[src/rtl/cqr_pkg.sv]
package cqr_pkg;
  localparam int WORD_W  = 32;
  localparam int GEN_BIT = 10;

  typedef struct packed {
    logic        ooo;
    logic [18:0] qpid;
    logic        swflag;
    logic        gen;
    logic [4:0]  status;
    logic        is_sq;
    logic [3:0]  opcode;
  } cqe_hdr_t;
endpackage

[src/rtl/cqr_ring_store.sv]
module cqr_ring_store #(
  parameter int RING_LOG2 = 4
) (
  input  logic                       clk,
  input  logic                       rst,
  input  logic                       wr_en,
  input  logic [RING_LOG2-1:0]       wr_idx,
  input  logic [cqr_pkg::WORD_W-1:0] wr_data,
  input  logic                       adv,
  output logic [cqr_pkg::WORD_W-1:0] head_data,
  output logic                       head_valid
);
  localparam int DEPTH = 1 << RING_LOG2;
  localparam int PTR_W = RING_LOG2 + 1;

  logic [cqr_pkg::WORD_W-1:0] mem [DEPTH];
  logic [PTR_W-1:0]           rptr;
  logic                       expect_gen;

  always_ff @(posedge clk) begin
    if (wr_en) mem[wr_idx] <= wr_data;
  end

  always_ff @(posedge clk) begin
    if (rst)      rptr <= '0;
    else if (adv) rptr <= rptr + 1'b1;
  end

  assign expect_gen = ~rptr[RING_LOG2];
  assign head_data  = mem[rptr[RING_LOG2-1:0]];
  assign head_valid = (head_data[cqr_pkg::GEN_BIT] == expect_gen);

  // the pointer only moves over an entry whose generation matched
  assert_adv_only_valid_R3: assert property (@(posedge clk) disable iff (rst)
    adv |-> head_valid);

  // each advance moves the index by exactly one slot
  assert_index_step_R10: assert property (@(posedge clk) disable iff (rst)
    adv |=> (rptr[RING_LOG2-1:0] == $past(rptr[RING_LOG2-1:0]) + 1'b1));
endmodule

[src/rtl/cqr_side_fifo.sv]
module cqr_side_fifo #(
  parameter int SIDE_LOG2 = 2
) (
  input  logic                       clk,
  input  logic                       rst,
  input  logic                       wr_en,
  input  logic [cqr_pkg::WORD_W-1:0] wr_data,
  input  logic                       rd_en,
  output logic [cqr_pkg::WORD_W-1:0] head_data,
  output logic                       empty,
  output logic [SIDE_LOG2:0]         free_cnt,
  output logic                       refused
);
  localparam int DEPTH = 1 << SIDE_LOG2;
  localparam int PTR_W = SIDE_LOG2 + 1;
  localparam logic [PTR_W-1:0] CAP = PTR_W'(DEPTH);

  logic [cqr_pkg::WORD_W-1:0] mem [DEPTH];
  logic [PTR_W-1:0]           wptr, rptr, occ;
  logic                       full, accept;

  assign occ      = wptr - rptr;
  assign full     = (occ == CAP);
  assign empty    = (wptr == rptr);
  assign accept   = wr_en && !full;
  assign free_cnt = CAP - occ;
  assign head_data = mem[rptr[SIDE_LOG2-1:0]];

  always_ff @(posedge clk) begin
    if (accept) mem[wptr[SIDE_LOG2-1:0]] <= wr_data;
  end

  always_ff @(posedge clk) begin
    if (rst) begin
      wptr    <= '0;
      rptr    <= '0;
      refused <= 1'b0;
    end else begin
      if (accept) wptr <= wptr + 1'b1;
      if (rd_en)  rptr <= rptr + 1'b1;
      refused <= wr_en && full;
    end
  end

  // occupancy can never exceed the capacity
  assert_no_overflow_R7: assert property (@(posedge clk) disable iff (rst)
    occ <= CAP);

  // no read from an empty queue
  assert_no_underflow_R6: assert property (@(posedge clk) disable iff (rst)
    rd_en |-> !empty);
endmodule

[src/rtl/cqr_reader.sv]
module cqr_reader #(
  parameter int RING_LOG2 = 4,
  parameter int SIDE_LOG2 = 2
) (
  input  logic                 clk,
  input  logic                 rst,
  input  logic                 ring_we,
  input  logic [RING_LOG2-1:0] ring_idx,
  input  logic [31:0]          ring_data,
  input  logic                 side_we,
  input  logic [31:0]          side_data,
  output logic                 side_overflow,
  output logic [SIDE_LOG2:0]   side_free,
  output logic                 out_valid,
  input  logic                 out_ready,
  output logic                 out_from_side,
  output logic [3:0]           out_opcode,
  output logic                 out_is_sq,
  output logic [4:0]           out_status,
  output logic                 out_gen,
  output logic                 out_swflag,
  output logic [18:0]          out_qpid,
  output logic                 out_ooo
);
  import cqr_pkg::*;

  logic [WORD_W-1:0] ring_head, side_head, slot_word;
  logic              ring_valid, side_empty, ring_adv, side_rd, take;
  logic              slot_valid, slot_side;
  cqe_hdr_t          hdr;

  cqr_ring_store #(.RING_LOG2(RING_LOG2)) u_ring (
    .clk(clk), .rst(rst), .wr_en(ring_we), .wr_idx(ring_idx),
    .wr_data(ring_data), .adv(ring_adv),
    .head_data(ring_head), .head_valid(ring_valid)
  );

  cqr_side_fifo #(.SIDE_LOG2(SIDE_LOG2)) u_side (
    .clk(clk), .rst(rst), .wr_en(side_we), .wr_data(side_data),
    .rd_en(side_rd), .head_data(side_head), .empty(side_empty),
    .free_cnt(side_free), .refused(side_overflow)
  );

  assign take     = !slot_valid || out_ready;
  assign side_rd  = take && !side_empty;
  assign ring_adv = take && side_empty && ring_valid;

  always_ff @(posedge clk) begin
    if (rst) begin
      slot_valid <= 1'b0;
      slot_side  <= 1'b0;
      slot_word  <= '0;
    end else if (take) begin
      slot_valid <= side_rd || ring_adv;
      if (side_rd) begin
        slot_word <= side_head;
        slot_side <= 1'b1;
      end else if (ring_adv) begin
        slot_word <= ring_head;
        slot_side <= 1'b0;
      end
    end
  end

  assign hdr           = cqe_hdr_t'(slot_word);
  assign out_valid     = slot_valid;
  assign out_from_side = slot_side;
  assign out_opcode    = hdr.opcode;
  assign out_is_sq     = hdr.is_sq;
  assign out_status    = hdr.status;
  assign out_gen       = hdr.gen;
  assign out_swflag    = hdr.swflag;
  assign out_qpid      = hdr.qpid;
  assign out_ooo       = hdr.ooo;

  // a stalled entry stays presented and unchanged
  assert_hold_R8: assert property (@(posedge clk) disable iff (rst)
    (out_valid && !out_ready) |=> (out_valid && $stable(slot_word) && $stable(out_from_side)));

  // a ring entry is only taken when the side queue is empty
  assert_ring_after_side_R5: assert property (@(posedge clk) disable iff (rst)
    ring_adv |-> side_empty);

  // a drop pulse follows a write into a queue with no free slot
  assert_drop_pulse_R7: assert property (@(posedge clk) disable iff (rst)
    side_overflow |-> $past(side_we && side_free == '0));
endmodule

[config.mk]
export PLATFORM = sky130hd
export DESIGN_NAME = cqr_reader
export DESIGN_NICKNAME = d
export VERILOG_FILES = /design/src/rtl/cqr_pkg.sv /design/src/rtl/cqr_ring_store.sv /design/src/rtl/cqr_side_fifo.sv /design/src/rtl/cqr_reader.sv
export SDC_FILE = /design/constraint.sdc
export NUM_CORES = 1
export LEC_CHECK = 0
export ABC_AREA = 1
export BUFFER_PORTS_ARGS = -buffer_cell sky130_fd_sc_hd__buf_2
export CORE_ASPECT_RATIO = 0.7
export CORE_MARGIN = 2
export CORE_UTILIZATION = 45
export DETAILED_ROUTE_END_ITERATION = 10
export PLACE_DENSITY_LB_ADDON = 0.15
export SKIP_CTS_REPAIR_TIMING = 1
export SYNTH_ARGS = -nofsm -noshare
export SYNTH_HDL_FRONTEND = slang
export SYNTH_HIERARCHICAL = 1
export SYNTH_SLANG_ARGS = --single-unit
export TNS_END_PERCENT = 20
[constraint.sdc]
create_clock -name clk -period 8.4 [get_ports clk]
set_clock_uncertainty 0.1 [all_clocks]
set_input_delay 0.42 -clock clk [delete_from_list [all_inputs] [get_ports clk]]
set_output_delay 0.42 -clock clk [all_outputs]
set_load 0.005 [all_outputs]
## Word level (Yosys, flattened, before mapping)

Memories as Yosys holds them, arrays and structs flattened. A register that Yosys moved wholly into a read port is not among the register bits.
Index checks and enable logic that the tools add are counted.

| word-level totals | value |
|---|---|
| word-level logic and storage cells | 42 |
| flip-flop bits (word level) | 46 |
| input port bits | 73 |
| output and inout port bits | 38 |
| memory bits (read-only) | 0 |
| RAM bits | 640 |
| memories kept | 2 |
| bits in latches | 0 |

Memories:

| name | depth | width | rd ports | clocked after memory_dff | write ports | line | source |
|---|---|---|---|---|---|---|---|
| u_ring.mem | 16 | 32 | 1 | 1 | 1 | cqr_ring_store.sv:16 | `logic [cqr_pkg::WORD_W-1:0] mem [DEPTH];` |
| u_side.mem | 4 | 32 | 1 | 1 | 1 | cqr_side_fifo.sv:18 | `logic [cqr_pkg::WORD_W-1:0] mem [DEPTH];` |

| cells by class | value |
|---|---|
| equality and inequality tests | 3 |
| order comparisons | 0 |
| shift operators | 0 |
| $mul | 0 |
| multiplexer cells | 12 |
| divide/modulo/power cells | 0 |
| reduce and logical (&&, ||, !) cells | 12 |
| bitwise logic cells | 1 |
| add/sub/neg operators | 5 |

Operators by type and width:

| kind | number |
|---|---|
| 32-bit two-way mux | 2 |
| 4-bit two-way mux | 2 |
| 3-bit by 1-bit adder with 3-bit output, second input constant | 2 |
| 1-bit two-way mux | 6 |
| 5-bit by 1-bit adder with 5-bit output, second input constant | 1 |
| 1-bit logical AND | 5 |
| 2-bit two-way mux | 2 |
| 3-bit equality test | 1 |
| 3-bit equality test, second input constant | 1 |
| 1-bit zero test | 3 |
| 3-bit subtractor | 1 |
| 3-bit subtractor, first input constant | 1 |
| 1-bit logical OR | 2 |
| 2-bit AND reduction | 1 |
| 2-bit nonzero test | 1 |
| 1-bit equality test | 1 |
| 1-bit inverter | 1 |

## Depth between registers and ports, before layout

| logic depth | value |
|---|---|
| depth after elaboration | 6 |
| gate-level depth with buffers | 17 |
| depth with buffers taken out | 15 |

## Hierarchy

The synthesis kept the hierarchy.

By module, submodules not included:

| module | cells each | seq. area each (µm²) | times used | area each (µm²) |
|---|---|---|---|---|
| cqr_ring_store | 1566 | 15554.9 | 1 | 20508.4 |
| cqr_side_fifo | 506 | 4023.9 | 1 | 5683.0 |
| cqr_reader | 322 | 680.7 | 1 | 1860.5 |

## Least setup slack after synthesis

OpenSTA, ideal clock, no wires.

| path | value |
|---|---|
| path type | flip-flop to flip-flop |
| start point | register u_side.wptr[0] |
| end point | memory u_side/mem[0][0] in the netlist's numbering, enable pin |
| required time | 7.879 ns |
| period minus slack after synthesis | 3.513 ns |
| library setup time | 0.421 ns |
| arrival time | 2.991 ns |
| setup slack | 4.887 ns |
| stages on the path, launching flop included | 9 |
| buffers on the path | 0 |
| cells stage by stage | dfxtp_1 inv_1 ha_1 fa_1 ha_1 ha_1 inv_1 nand2_1 nor2_1 |

| on the way | value |
|---|---|
| cells in the longest elaborated chain, start to end | 6 |

Ends and longest elaborated chain:

| element | line | source |
|---|---|---|
| from (decl) | cqr_side_fifo.sv:19 | `logic [PTR_W-1:0] wptr, rptr, occ;` |
| from (signal assigned) | cqr_side_fifo.sv:39 | `if (accept) wptr <= wptr + 1'b1;` |
| 3-bit subtractor | cqr_side_fifo.sv:22 | `assign occ = wptr - rptr;` |
| 3-bit equality test | cqr_side_fifo.sv:23 | `assign full = (occ == CAP);` |
| 1-bit zero test | cqr_side_fifo.sv:25 | `assign accept = wr_en && !full;` |
| 1-bit logical AND | cqr_side_fifo.sv:25 |  |
| 1-bit two-way mux | cqr_side_fifo.sv:30 | `if (accept) mem[wptr[SIDE_LOG2-1:0]] <= wr_data;` |
| 1-bit two-way mux (implied by the code) | cqr_side_fifo.sv:30 |  |
| to (decl) | cqr_side_fifo.sv:18 |  |

Several ways; a longest one is shown, not always the timed one.

==> summary.txt <==
Outcome
  • Run status: finished, final reports clean

Yosys
  • Post-synthesis sequential area ratio: 72.22%
  • Seq cells post-synth: 692
  • Library cells used by synthesis: 26
  • Synth top area cells: edfxtp_1 69%, nor2_1 7.2%, nand2_1 4.4%, o211ai_1 4.2%, dfxtp_1 3.7%
  • Syn avg cell area: 11.72 µm²
  • Area of the mapped netlist: 28050 µm²
  • Synthesized instance count: 2394
  • Post-synth net total: 2478
  • Async SR Flop Fraction: 0%
  • Area leader, netlist: edfxtp_1
  • Area share of the largest cell type after synthesis: 68.51%
  • EDFF count, synth: 640
  • Yosys warns: 6
  • Top FF cell, synth: edfxtp_1

Clock tree
  • CTS tree: built
  • Clock latency on the worst-skew pair: 0.60 ns
  • Clock sink count: 692
  • H-tree levels: 3
  • Inserted Clock Buffers: 67
  • Bufs on Longest Clock Path: 3
  • Worst-path clk slew: 0.07 ns
  • Clock Root Buffer: clkbuf_16

Timing
  • Final worst slack: 4.847 ns
  • Final Critical Period: 3.553 ns
  • Worst-margin pin slew: 1.230 ns
  • Final period util: 42.29%
  • Max-slew violation count: 0
  • RSZ-0062 raised after global routing: no
  • Endpoints failing setup: 0
  • Hold Vio Cnt, Final: 0
  • FMAX: 0.2815 GHz
  • Fin Setup TNS: 0 ns
  • Max transition margin: 18.01%

Finish
  • Nets@finish: 2575
  • Area grow syn2layout: 12.90%
  • # fillers: 5254
  • Layout cells sized above 1: 9.890%
  • Most frequent cells in the layout: 640 x edfxtp_1, 519 x nor2_1, 332 x nand2_1
  • Post-Layout Cell Count: 3358
  • Commonest non-fill, non-tap cell in the layout: edfxtp_1

Power
  • Clock Power Share: 29.9%
  • Pwr Total: 9.577 mW
  • Switching Share: 32.81%
  • Pwr dens: 302.4 nW/µm²
  • Combinational power share: 26.8%
  • P_int: 6.435 mW
  • Psw: 3.142 mW
  • Sequential share of power: 43.3%
  • Maximum VDD drop: 0.3415 mV
  • Lkg Pwr: 11.11 nW

Setup path
  • Crit path required time: 8.79 ns
  • CP endpoint: hdr[12]$_SDFFE_PP0P_
  • Most frequent CP cell: nand2_1
  • Buf/Inv on CP: 3
  • CP max-delay cell: dfxtp_4
  • Worst R2R Setup Slack: 4.85 ns
  • R2R cell count: 13
  • CP endpoint kind: register
  • Top delay family on crit path: buffers and inverters
  • RR Endpoint: hdr[12]$_SDFFE_PP0P_
  • Largest fanout on the critical path: 215
  • Largest stage delay, worst path: 0.60 ns
  • Crit start category: register
  • Critical path cell sequence: buf_12, inv_1, nand3_1, nand3_1, nand3_1, nand2_1, nand2_1, nand2_1, o21ai_4, buf_4, nand2_1, nand2_1, nor2_1
  • Classification of the worst setup path: register to register
  • Crit. path cell count: 13
  • Crit path DAT: 3.94 ns

Die
  • Chip Height: 212.9 µm
  • Initial core utilization: 45.52%
  • Die area: 64380 µm²
  • Die W: 302.4 µm
  • Io pins: 111
  • Rows: 76
  • Core area: 61620 µm²

Routing
  • Met1 wire length: 30080 µm
  • Routed Antenna Nets: 0
  • WL per Instance: 20.24 µm
  • Via count: 17876
  • Vias per std cell: 5.323
  • Met3 wire len: 3831 µm
  • Pre-antenna DRT Iters: 5
  • DRC: 0
  • Met2 Wirelength: 32340 µm
  • Highest Signal Layer: met5
  • Total Wirelength: 67950 µm
  • Starting DRT DRC Count: 1637

Placed design
  • Port Buffers: 110
  • Placed Cells incl. Taps: 3208
  • DP Wirelength: 34630 µm
  • Routability Congestion: 0.7776
  • DP Worst Slack: 4.959 ns

GRT
  • Largest net degree at the start of global routing: 216
  • Grt total ovfl: 0
  • Gr usage total: 21.09%
  • Via count of the first global-routing pass: 16865
  • First-pass GRT wire length: 101800 µm
  • Initial antenna violation count: 5

Job
  • Max-capacitance violation count: 0

Worst hold path
  • Hold WC Path Type: input pin to register
cell type report:
type | instances | area (µm²) | share of cell area (%)
Timing Repair Buffer | 171 | 1129 | 3.563
Antenna cell | 1 | 2.502 | 0.007901
Clock inverter | 20 | 142.6 | 0.4504
Multi-Input combinational cell | 1419 | 6669 | 21.06
Sequential cell | 692 | 20270 | 64.01
Inverter | 140 | 530.5 | 1.675
Tap cell | 819 | 1025 | 3.235
Clock buffer | 96 | 1901 | 6.001
per-stage QoR:
| stage | cell area, µm² | utilization (%) | hold WS [ns] |
|---|---|---|---|
| CTS | 31340 | 50.86 | -0.1022 |
| global route | 31670 | 51.40 | 0.06013 |
| finish | 31670 | 51.40 | 0.09285 |
| global placement | 29300 | 47.54 | 0.3518 |
| floorplan | 28050 | - | 0.3504 |
| detailed placement | 29300 | 47.54 | 0.3701 |
kinds of logic (layout without fill, tap and decap cells):
| group | Yosys count | after routing | share of synthesized area (%) |
|---|---|---|---|
| and+or+nand+nor | 993 | 993 | 13.90 |
| AOI/OAI and AO/OA | 414 | 414 | 8.791 |
| buffers and inverters | 283 | 427 | 4.541 |
| adders and majority gates | 11 | 11 | 0.5174 |
| other | 0 | 1 | 0 |
| xor gates and xnor gates | 1 | 1 | 0.03123 |
| DFF | 692 | 692 | 72.22 |
how the worst min path moves through the flow:
stage	cells past startpoint	endpoint	from	slack, ns
floorplan	2	out_from_side$_SDFFE_PP0P_	out_from_side$_SDFFE_PP0P_	0.35
global route	2	u_side/refused$_SDFF_PP0_	rst	0.06
detailed placement	2	out_from_side$_SDFFE_PP0P_	out_from_side$_SDFFE_PP0P_	0.37
global placement	2	out_from_side$_SDFFE_PP0P_	out_from_side$_SDFFE_PP0P_	0.35
CTS	1	u_side/mem[2][21]$_DFFE_PP_	side_data[21]	-0.10
finish	1	u_ring/mem[14][26]$_DFFE_PP_	ring_data[26]	0.09
worst register-to-register path: cells and delay by family (launching register included):
kind	cells	cell delay [ns]
compound gates	1	0.14
simple gates	9	1.01
flops	1	0.60
buf+inv	3	1.60
power by group through the flow:
| stage | combinational [mW] | clock, mW | sequential (mW) |
|---|---|---|---|
| floorplan | 1.96 | 0 | 4.15 |
| global placement | 2.52 | 0 | 4.22 |
| detailed placement | 2.56 | 0 | 4.22 |
| CTS | 2.58 | 2.92 | 4.15 |
| global route | 2.92 | 3.06 | 4.17 |
| finish | 2.57 | 2.86 | 4.15 |
synthesized netlist by cell type (3+ instances only):
library cell  instances
nor2_1              538
o21ai_0             161
buf_6                15
buf_2                55
dfxtp_1              52
inv_1               136
nor3_1                3
nor3b_1               3
ha_1                 10
nand2_1             332
edfxtp_1            640
buf_1                17
nand3_1             113
buf_4                 8
a21oi_1               6
inv_2                 4
o21ai_1              90
o211ai_1            156
clkbuf_1             48
state kept, by name, summed over array words and instances (netlist names), named ones only:
signal / flops
u_ring/rptr: 5
u_side/wptr: 3
out_valid: 1
hdr: 32
u_side/mem: 128
u_side/rptr: 3
u_side/refused: 1
out_from_side: 1
u_ring/mem: 512
metal layers:
metal  vias to the layer above  global-route usage [%]
met4                         6                   5.962
li1                       8522                       -
met1                      8758                   29.23
met3                       116                   4.090
met2                       474                   34.07
met5                         -                       0
Note: power is estimated with default switching activity, not from simulation.
